<file path="src/rtl/axil_err_pkg.sv">
package axil_err_pkg;
  typedef enum logic [1:0] {
    RESP_OKAY   = 2'b00,
    RESP_SLVERR = 2'b10,
    RESP_DECERR = 2'b11
  } resp_e;
endpackage

</file>
<file path="src/rtl/axil_err_decode.sv">
// Attribute lookup for one access direction: mapped, allowed or rejected.
module axil_err_decode
  import axil_err_pkg::*;
#(
  parameter int unsigned IDX_W    = 6,
  parameter int unsigned NUM_REGS = 8,
  parameter logic [NUM_REGS-1:0] ALLOW = '1
) (
  input  logic [IDX_W-1:0] idx,
  output resp_e            verdict
);
  logic [NUM_REGS-1:0] hit;

  for (genvar i = 0; i < NUM_REGS; i++) begin : g_hit
    assign hit[i] = (idx == IDX_W'(i));
  end

  always_comb begin
    if (!(|hit))               verdict = RESP_DECERR;
    else if (!(|(hit & ALLOW))) verdict = RESP_SLVERR;
    else                       verdict = RESP_OKAY;
  end
endmodule

</file>
<file path="src/rtl/axil_err_timer.sv">
// Counts cycles of an unanswered local request; flags the last allowed one.
module axil_err_timer #(
  parameter int unsigned LIMIT = 16
) (
  input  logic clk,
  input  logic rst_n,
  input  logic run,
  output logic expired
);
  localparam int unsigned CNT_W = $clog2(LIMIT + 1);
  logic [CNT_W-1:0] cnt;

  always_ff @(posedge clk) begin
    if (!rst_n)   cnt <= '0;
    else if (run) cnt <= cnt + 1'b1;
    else          cnt <= '0;
  end

  assign expired = run && (cnt == CNT_W'(LIMIT - 1));

  p_count_bound_r7: assert property (@(posedge clk) disable iff (!rst_n)
    run |-> (cnt < CNT_W'(LIMIT)));
endmodule

</file>
<file path="src/rtl/axil_err_wr.sv">
module axil_err_wr
  import axil_err_pkg::*;
#(
  parameter int unsigned AXI_ADDR_W = 32,
  parameter int unsigned DATA_W     = 32,
  parameter int unsigned REG_ADDR_W = 8,
  parameter int unsigned NUM_REGS   = 8,
  parameter logic [NUM_REGS-1:0] WR_OK = '1,
  parameter int unsigned TIMEOUT    = 16,
  localparam int unsigned STRB_W    = DATA_W / 8,
  localparam int unsigned IDX_W     = REG_ADDR_W - 2
) (
  input  logic                  clk,
  input  logic                  rst_n,
  input  logic                  awvalid,
  output logic                  awready,
  input  logic [AXI_ADDR_W-1:0] awaddr,
  input  logic                  wvalid,
  output logic                  wready,
  input  logic [DATA_W-1:0]     wdata,
  input  logic [STRB_W-1:0]     wstrb,
  output logic                  bvalid,
  input  logic                  bready,
  output logic [1:0]            bresp,
  output logic                  lb_wreq,
  input  logic                  lb_wready,
  output logic [REG_ADDR_W-1:0] lb_waddr,
  output logic [DATA_W-1:0]     lb_wdata,
  output logic [STRB_W-1:0]     lb_wstrb
);
  typedef enum logic [1:0] {W_COLLECT, W_LOCAL, W_RESP} wst_e;
  wst_e              st;
  logic              aw_have, w_have;
  logic [IDX_W-1:0]  idx_q;
  logic [DATA_W-1:0] data_q;
  logic [STRB_W-1:0] strb_q;
  resp_e             resp_q, verdict;
  logic              expired;
  logic              unused_addr_bits;

  assign unused_addr_bits = ^{awaddr[AXI_ADDR_W-1:REG_ADDR_W], awaddr[1:0]};

  axil_err_decode #(.IDX_W(IDX_W), .NUM_REGS(NUM_REGS), .ALLOW(WR_OK)) u_dec (
    .idx(idx_q), .verdict(verdict));

  axil_err_timer #(.LIMIT(TIMEOUT)) u_tmr (
    .clk(clk), .rst_n(rst_n), .run(lb_wreq && !lb_wready), .expired(expired));

  assign awready  = (st == W_COLLECT) && !aw_have;
  assign wready   = (st == W_COLLECT) && !w_have;
  assign bvalid   = (st == W_RESP);
  assign bresp    = resp_q;
  assign lb_wreq  = (st == W_LOCAL);
  assign lb_waddr = {idx_q, 2'b00};
  assign lb_wdata = data_q;
  assign lb_wstrb = strb_q;

  always_ff @(posedge clk) begin
    if (!rst_n) begin
      st      <= W_COLLECT;
      aw_have <= 1'b0;
      w_have  <= 1'b0;
      idx_q   <= '0;
      data_q  <= '0;
      strb_q  <= '0;
      resp_q  <= RESP_OKAY;
    end else begin
      case (st)
        W_COLLECT: begin
          if (awvalid && awready) begin
            aw_have <= 1'b1;
            idx_q   <= awaddr[REG_ADDR_W-1:2];
          end
          if (wvalid && wready) begin
            w_have <= 1'b1;
            data_q <= wdata;
            strb_q <= wstrb;
          end
          if (aw_have && w_have) begin
            aw_have <= 1'b0;
            w_have  <= 1'b0;
            if (verdict == RESP_OKAY) st <= W_LOCAL;
            else begin
              resp_q <= verdict;
              st     <= W_RESP;
            end
          end
        end
        W_LOCAL: begin
          if (lb_wready) begin
            resp_q <= RESP_OKAY;
            st     <= W_RESP;
          end else if (expired) begin
            resp_q <= RESP_SLVERR;
            st     <= W_RESP;
          end
        end
        W_RESP: if (bready) st <= W_COLLECT;
        default: st <= W_COLLECT;
      endcase
    end
  end

  p_bresp_hold_r9: assert property (@(posedge clk) disable iff (!rst_n)
    bvalid && !bready |=> bvalid && $stable(bresp));
  p_wreq_hold_r3: assert property (@(posedge clk) disable iff (!rst_n)
    lb_wreq && !lb_wready && !expired |=> lb_wreq && $stable(lb_waddr) && $stable(lb_wdata) && $stable(lb_wstrb));
  p_timeout_slverr_r7: assert property (@(posedge clk) disable iff (!rst_n)
    expired && !lb_wready |=> bvalid && (bresp == 2'b10));
  p_one_write_r9: assert property (@(posedge clk) disable iff (!rst_n)
    lb_wreq |-> !bvalid);
endmodule

</file>
<file path="src/rtl/axil_err_rd.sv">
module axil_err_rd
  import axil_err_pkg::*;
#(
  parameter int unsigned AXI_ADDR_W = 32,
  parameter int unsigned DATA_W     = 32,
  parameter int unsigned REG_ADDR_W = 8,
  parameter int unsigned NUM_REGS   = 8,
  parameter logic [NUM_REGS-1:0] RD_OK = '1,
  parameter int unsigned TIMEOUT    = 16,
  localparam int unsigned IDX_W     = REG_ADDR_W - 2
) (
  input  logic                  clk,
  input  logic                  rst_n,
  input  logic                  arvalid,
  output logic                  arready,
  input  logic [AXI_ADDR_W-1:0] araddr,
  output logic                  rvalid,
  input  logic                  rready,
  output logic [DATA_W-1:0]     rdata,
  output logic [1:0]            rresp,
  output logic                  lb_rreq,
  input  logic                  lb_rvalid,
  output logic [REG_ADDR_W-1:0] lb_raddr,
  input  logic [DATA_W-1:0]     lb_rdata
);
  typedef enum logic [1:0] {R_IDLE, R_LOCAL, R_RESP} rst_e;
  rst_e              st;
  logic [IDX_W-1:0]  idx_q;
  logic [DATA_W-1:0] data_q;
  resp_e             resp_q, verdict;
  logic              expired;
  logic              unused_addr_bits;

  assign unused_addr_bits = ^{araddr[AXI_ADDR_W-1:REG_ADDR_W], araddr[1:0]};

  axil_err_decode #(.IDX_W(IDX_W), .NUM_REGS(NUM_REGS), .ALLOW(RD_OK)) u_dec (
    .idx(araddr[REG_ADDR_W-1:2]), .verdict(verdict));

  axil_err_timer #(.LIMIT(TIMEOUT)) u_tmr (
    .clk(clk), .rst_n(rst_n), .run(lb_rreq && !lb_rvalid), .expired(expired));

  assign arready  = (st == R_IDLE);
  assign rvalid   = (st == R_RESP);
  assign rdata    = data_q;
  assign rresp    = resp_q;
  assign lb_rreq  = (st == R_LOCAL);
  assign lb_raddr = {idx_q, 2'b00};

  always_ff @(posedge clk) begin
    if (!rst_n) begin
      st     <= R_IDLE;
      idx_q  <= '0;
      data_q <= '0;
      resp_q <= RESP_OKAY;
    end else begin
      case (st)
        R_IDLE: if (arvalid) begin
          idx_q <= araddr[REG_ADDR_W-1:2];
          if (verdict == RESP_OKAY) st <= R_LOCAL;
          else begin
            resp_q <= verdict;
            data_q <= '0;
            st     <= R_RESP;
          end
        end
        R_LOCAL: begin
          if (lb_rvalid) begin
            data_q <= lb_rdata;
            resp_q <= RESP_OKAY;
            st     <= R_RESP;
          end else if (expired) begin
            data_q <= '0;
            resp_q <= RESP_SLVERR;
            st     <= R_RESP;
          end
        end
        R_RESP: if (rready) st <= R_IDLE;
        default: st <= R_IDLE;
      endcase
    end
  end

  p_rvalid_hold_r9: assert property (@(posedge clk) disable iff (!rst_n)
    rvalid && !rready |=> rvalid && $stable(rresp) && $stable(rdata));
  p_err_data_zero_r5: assert property (@(posedge clk) disable iff (!rst_n)
    rvalid && (rresp != 2'b00) |-> (rdata == '0));
  p_rreq_hold_r4: assert property (@(posedge clk) disable iff (!rst_n)
    lb_rreq && !lb_rvalid && !expired |=> lb_rreq && $stable(lb_raddr));
  p_rd_timeout_r7: assert property (@(posedge clk) disable iff (!rst_n)
    expired && !lb_rvalid |=> rvalid && (rresp == 2'b10));
endmodule

</file>
<file path="src/rtl/axil_err_slave.sv">
module axil_err_slave #(
  parameter int unsigned AXI_ADDR_W = 32,
  parameter int unsigned DATA_W     = 32,
  parameter int unsigned REG_ADDR_W = 8,
  parameter int unsigned NUM_REGS   = 8,
  parameter logic [NUM_REGS-1:0] RD_OK = 8'b0111_1111,
  parameter logic [NUM_REGS-1:0] WR_OK = 8'b1011_1111,
  parameter int unsigned TIMEOUT    = 16,
  localparam int unsigned STRB_W    = DATA_W / 8
) (
  input  logic                  clk,
  input  logic                  rst_n,
  input  logic                  awvalid,
  output logic                  awready,
  input  logic [AXI_ADDR_W-1:0] awaddr,
  input  logic                  wvalid,
  output logic                  wready,
  input  logic [DATA_W-1:0]     wdata,
  input  logic [STRB_W-1:0]     wstrb,
  output logic                  bvalid,
  input  logic                  bready,
  output logic [1:0]            bresp,
  input  logic                  arvalid,
  output logic                  arready,
  input  logic [AXI_ADDR_W-1:0] araddr,
  output logic                  rvalid,
  input  logic                  rready,
  output logic [DATA_W-1:0]     rdata,
  output logic [1:0]            rresp,
  output logic                  lb_wreq,
  input  logic                  lb_wready,
  output logic [REG_ADDR_W-1:0] lb_waddr,
  output logic [DATA_W-1:0]     lb_wdata,
  output logic [STRB_W-1:0]     lb_wstrb,
  output logic                  lb_rreq,
  input  logic                  lb_rvalid,
  output logic [REG_ADDR_W-1:0] lb_raddr,
  input  logic [DATA_W-1:0]     lb_rdata
);
  axil_err_wr #(
    .AXI_ADDR_W(AXI_ADDR_W), .DATA_W(DATA_W), .REG_ADDR_W(REG_ADDR_W),
    .NUM_REGS(NUM_REGS), .WR_OK(WR_OK), .TIMEOUT(TIMEOUT)
  ) u_wr (
    .clk(clk), .rst_n(rst_n),
    .awvalid(awvalid), .awready(awready), .awaddr(awaddr),
    .wvalid(wvalid), .wready(wready), .wdata(wdata), .wstrb(wstrb),
    .bvalid(bvalid), .bready(bready), .bresp(bresp),
    .lb_wreq(lb_wreq), .lb_wready(lb_wready), .lb_waddr(lb_waddr),
    .lb_wdata(lb_wdata), .lb_wstrb(lb_wstrb)
  );

  axil_err_rd #(
    .AXI_ADDR_W(AXI_ADDR_W), .DATA_W(DATA_W), .REG_ADDR_W(REG_ADDR_W),
    .NUM_REGS(NUM_REGS), .RD_OK(RD_OK), .TIMEOUT(TIMEOUT)
  ) u_rd (
    .clk(clk), .rst_n(rst_n),
    .arvalid(arvalid), .arready(arready), .araddr(araddr),
    .rvalid(rvalid), .rready(rready), .rdata(rdata), .rresp(rresp),
    .lb_rreq(lb_rreq), .lb_rvalid(lb_rvalid), .lb_raddr(lb_raddr),
    .lb_rdata(lb_rdata)
  );
endmodule

</file>
<file path="config.mk">
export PLATFORM = sky130hd
export DESIGN_NAME = axil_err_slave
export DESIGN_NICKNAME = d
export VERILOG_FILES = /design/src/rtl/axil_err_pkg.sv /design/src/rtl/axil_err_decode.sv /design/src/rtl/axil_err_timer.sv /design/src/rtl/axil_err_wr.sv /design/src/rtl/axil_err_rd.sv /design/src/rtl/axil_err_slave.sv
export SDC_FILE = /design/constraint.sdc
export NUM_CORES = 1
export LEC_CHECK = 0
export ABC_AREA = 1
export BUFFER_PORTS_ARGS = -buffer_cell sky130_fd_sc_hd__buf_2
export CORE_MARGIN = 1
export CORE_UTILIZATION = 39
export DETAILED_ROUTE_END_ITERATION = 6
export PLACE_DENSITY = 0.87
export SYNTH_ARGS = -nofsm -noshare
export SYNTH_HDL_FRONTEND = slang
export SYNTH_SLANG_ARGS = --single-unit
export TNS_END_PERCENT = 10
</file>
<file path="constraint.sdc">
create_clock -name clk -period 1.35 [get_ports clk]
set_input_delay 0.135 -clock clk [delete_from_list [all_inputs] [get_ports clk]]
set_output_delay 0.135 -clock clk [all_outputs]
set_load 0.01 [all_outputs]
</file>
Yosys cells after proc, flatten, opt, wreduce, memory -nomap -nowiden
Index checks and enable logic that the tools add are counted.

Word-level logic and storage cells: 114. Register bits after elaboration: 100. Input port bits: 141.

Eq/ne operators: 28. Reduce and logical (&&, ||, !) cells: 38. $add $sub $neg: 2. Muxes and demuxes: 33.

Operators with widths (count): 2-to-1 mux 32 bit (4); case mux 32 bit (2 select lines) (1); == test 6 x 3 -> 1 bit (second input constant) (8); 2-to-1 mux 2 bit (20); == test 6 x 2 -> 1 bit (second input constant) (4); OR reduction 8 bit (2); AND reduction 2 bit (7); OR reduction 7 bit (2); == test 6 x 1 -> 1 bit (second input constant) (2); logical NOT 6 bit (2); case mux 2 bit (3 select lines) (2); adder 5 x 1 -> 5 bit (second input constant) (2); == test 5 x 4 -> 1 bit (second input constant) (2); logical AND 1 bit (9); logical NOT 2 bit (4); inequality test 2 bit (second input constant) (4); case mux 2 bit (2 select lines) (2); AND reduction 4 bit (2); nonzero test 2 bit (4); inequality test 3 bit (second input constant) (2); AND reduction 3 bit (2); == test 2 x 1 -> 1 bit (second input constant) (2); == test 2 bit (second input constant) (2); logical NOT 1 bit (4); 2 further kinds (6).

Depth between registers and ports, before layout
Depth in word-level cells: 8. Depth in mapped cells: 11. Mapped depth without buffers: 11.

Cells and area by module
A second synthesis with hierarchy kept.

Cells, all modules: 658. Area total of the unflattened synthesis: 4662.0 sq um.

By module, submodules not included: axil_err_rd (cells each 351, sequential area each 840.8 sq um, area an instance 2184.6 sq um, times used 1); axil_err_wr (cells each 242, sequential area each 960.9 sq um, area an instance 2023.2 sq um, times used 1); axil_err_timer (cells each 27, sequential area each 100.1 sq um, area an instance 201.4 sq um, times used 2); axil_err_decode (u_wr.u_dec) (cells each 6, sequential area each 0.0 sq um, area an instance 27.5 sq um, times used 1); axil_err_decode (u_rd.u_dec) (cells each 5, sequential area each 0.0 sq um, area an instance 23.8 sq um, times used 1).

Least setup slack after synthesis
Ideal clock, no wire load.

Path type: register to register. From: reg u_rd.u_tmr.cnt[0]. To: reg u_rd.data_q[24], in the netlist u_rd.rdata[24]. Setup time: 0.120 ns. Setup slack: -0.112 ns. Data required time: 1.230 ns. Buffers on the path: 1. Data arrival time: 1.342 ns. Stages on the path, launching flop included: 11. Cell sequence: dfxtp_1 > ha_1 > nand2_1 > nor2_1 > ha_1 > inv_1 > a21oi_2 > nand2_4 > buf_6 > nand2_2 > a21oi_2.

Word-level cells in the longest chain between the ends: 4.

Ends and longest elaborated chain: from (decl) (RTL line axil_err_timer.sv:11) `logic [CNT_W-1:0] cnt;`; from (signal assigned) (RTL line axil_err_timer.sv:15) `else if (run) cnt <= cnt + 1'b1;`; == test 5 x 4 -> 1 bit (RTL line axil_err_timer.sv:19) `assign expired = run && (cnt == CNT_W'(LIMIT - 1));`; logical AND 1 bit (RTL line axil_err_timer.sv:19); inequality test 3 bit (no line); AND reduction 4 bit (no line); to (signal assigned) (RTL line axil_err_rd.sv:68) `data_q <= lb_rdata;`; to (decl) (RTL line axil_err_rd.sv:29) `logic [DATA_W-1:0] data_q;`.

Every way passes these cells. A chain may end at the register's enable or synchronous reset.

Final worst setup path
From: reg u_rd.u_tmr.cnt[1]. To: reg u_rd.data_q[4], in the netlist u_rd.rdata[4].

Same word-level chain as after synthesis.

==> flow_summary_export.csv <==
group,metric,value,unit
status,violations,"negative setup slack",
place,place_hpwl,6.58,mm
die,die_h,101,um
setup_path,worstPathRequired,1.56,ns
setup_path,endpoint_kind,"flip-flop",
synth,ys.flop_type,"dfxtp_1",
global_route,grt_max_degree,47,
finish,fillers,847,
finish,utilization,55.5,%
clocking,cts_sinks,100,
global_route,grt_pass1_vias,3333,
route,drc_errors,0,
job,drv_cap,0,
finish,area_delta_synth_final,35.7,%
global_route,grt_first_pass_wirelength,14.4,mm
die,io_pins,236,
clocking,clkLatencyLatePin,0.35,ns
power_and_ir_drop,power_density,1360,mW/mm2
sta,clock_skew,0.0116,ns
clocking,cts_buffers,9,
global_route,use_met2,31.3,%
global_route,antenna_found_initial,0,
finish,fin_nets,816,
sta,max-slew-margin-rel,65.9,%
power_and_ir_drop,power.leakage,0.00241,uW
die,die_w,101,um
die,dieArea,0.0103,mm2
global_route,busiest_layer,"met2",
sta,finalMaxSlewViolations,0,
setup_path,cp.arrival,1.81,ns
finish,final-instance-count-excl-fill,805,
finish,multi_input_area,0.00161,mm2
sta,hold_violations,0,
clocking,htreeDepth,3,
route,initialDrtViolationCount,94,
setup_path,crit_type,"flip-flop to flip-flop",
route,drt-total-wl,9.19,mm
synth,ys_seq_elements,100,
global_route,use_met1,20.0,%
route,ant_nets,0,
finish,drive_gt1_share,38.5,%
route,wl_per_cell,11.4,um
sta,clock.fmax,626,MHz
finish,diodes,0,
sta,rsz0062_at_grt,"yes",
clocking,cts_root_buf,"clkbuf_8",
sta,finalSetupViolations,40,
synth,syn_area,0.00385,mm2
sta,post-route-period-util,118,%
clocking,cts_tree,"done",
synth,ys_seq_area_share,52.0,%
finish,seqCellArea,0.00201,mm2
synth,syn_avg_cell_area,7.92,um2
sta,fin_ws,-0.248,ns
status,status,"finished, violations left",
die,design.core.area,0.00942,mm2
place,dp_cells,785,
hold_path,hp-class,"input port to flip-flop",
place,io_buffer_count,179,
synth,synthCells,486,
global_route,grtUsageTotal,17.6,%
synth,yosysWarnings,0,
sta,final.min_clock_period,1.60,ns
synth,ys_types,26,
die,start_util,40.9,%
route,vias,3761,
die,num_rows,35,
route,avgViaCountPerCell,4.67,
global_route,grt_util_met3,4.55,%
global_route,grt_overflow,0,
route,firstDrtPassIters,4,
finish,final_cell_mix,"buf_2, nand2_1, dfxtp_1",
power_and_ir_drop,vdd.ir_drop.worst,0.501,mV
synth,synthArstFlopShare,0,%
setup_path,cp-start-kind,"flip-flop",
place,gp_routability_congestion,0.818,
finish,layout_commonest_cell,"buf_2",
setup_path,reg2reg_slack,-0.25,ns
clocking,clockBufferDepth,2,
clocking,clk_pin_slew,0.10,ns
synth,synth_edf_count,0,
sta,max_slew.worst_pin.slew,0.512,ns
setup_path,crit_fanout,35,
==> cell type report <==
class,count,area share [%]
inverter,28,2.06
clock buffer,10,2.63
timing repair buffer,201,21.7
clock inverter,6,1.22
multi-input combinational,331,30.9
sequential,100,38.5
tap,129,3.09
==> Yosys cell counts (2+ instances only) <==
library cell    n  area, um2
nand2_1       117        439
dfxtp_1       100       2000
a21oi_1        82        410
nand3_1        50        250
nor2_1         34        128
inv_1          24       90.1
buf_2          11       55.1
nand2_2        11       68.8
clkbuf_1        8       30.0
o21ai_0         8       40.0
buf_6           7       78.8
a21oi_2         5       43.8
buf_4           4       30.0
ha_1            4       50.1
nor2_2          4       25.0
inv_2           3       11.3
o21ai_1         3       15.0
nor2_4          2       22.5
nor3b_1         2       15.0
==> state kept, by name, summed over array words and instances, names as in the netlist <==
| register | flops |
|---|---|
| u_rd.idx_q | 6 |
| u_rd.rdata | 32 |
| u_rd.rresp | 2 |
| u_rd.st | 2 |
| u_rd.u_tmr.cnt | 5 |
| u_wr.aw_have | 1 |
| u_wr.bresp | 2 |
| u_wr.idx_q | 6 |
| u_wr.lb_wdata | 32 |
| u_wr.lb_wstrb | 4 |
| u_wr.st | 2 |
| u_wr.u_tmr.cnt | 5 |
| u_wr.w_have | 1 |
==> worst max-delay path, cell delays in order (launching register included) <==
cell     delay, ns
dfxtp_2       0.36
ha_4          0.14
nand2_2       0.06
nor2_2        0.12
ha_2          0.18
inv_2         0.05
a21oi_4       0.16
nand2_4       0.07
buf_12        0.17
nand2_1       0.08
a21oi_1       0.06
==> where the power goes <==
group | internal, uW | total, uW | leakage [uW] | switching [uW]
sequential | 3210 | 3340 | 0.000818 | 137
combinational | 793 | 1880 | 0.00149 | 1090
clock | 904 | 1890 | 0.0000983 | 988
total | 4900 | 7120 | 0.00241 | 2220
==> repair_timing <==
action / 4_1_cts / 5_1_grt
setup endpoints to repair: 46 / 74
buffers inserted: 2 / 0
resized for setup: 4 / 11
hold endpoints to repair: 2 / 0
hold buffers: 2 / 0
pin swaps: 1 / 2
==> cell families after synthesis <==
family	count (synthesis)	synth area share, %
and+or+nand+nor	223	25.2
DFF	100	52.0
AOI/OAI and AO/OA	99	13.4
buffers and inverters	58	7.76
adders and majority gates	4	1.30
xor gates and xnor gates	1	0.227
other	1	0.0974
==> path summary, 6_finish.rpt <==
check,cells past startpoint,from,end
max,10,u_rd.u_tmr.cnt[1],u_rd.rdata[4]
min reg2reg,2,u_rd.rresp[1],u_rd.rresp[1]
max reg2reg,10,u_rd.u_tmr.cnt[1],u_rd.rdata[4]
min,3,lb_rdata[7],u_rd.rdata[7]
==> through the flow <==
| stage | cell area (um2) | total power, uW | setup TNS, ns | worst slack, ns | hold slack (ns) |
|---|---|---|---|---|---|
| finish | 5230 | 7120 | -8.11 | -0.248 | 0.0268 |
| CTS | 5200 | 7190 | -8.06 | -0.238 | 0.00372 |
| floorplan | 3890 | 4570 | -1.76 | -0.0721 | 0.270 |
| global placement | 4950 | 5200 | -4.24 | -0.133 | 0.373 |
| detailed placement | 4950 | 5230 | -7.42 | -0.231 | 0.389 |
| global route | 5230 | 7560 | -10.83 | -0.310 | 0.00143 |
==> routing by layer <==
metal	part of all wire, %	vias up
li1	-	1939
met1	43	1685
met2	50	129
met3	6.6	8
met4	0.82	0
met5	0	-
(Power assumes the default switching activity.)
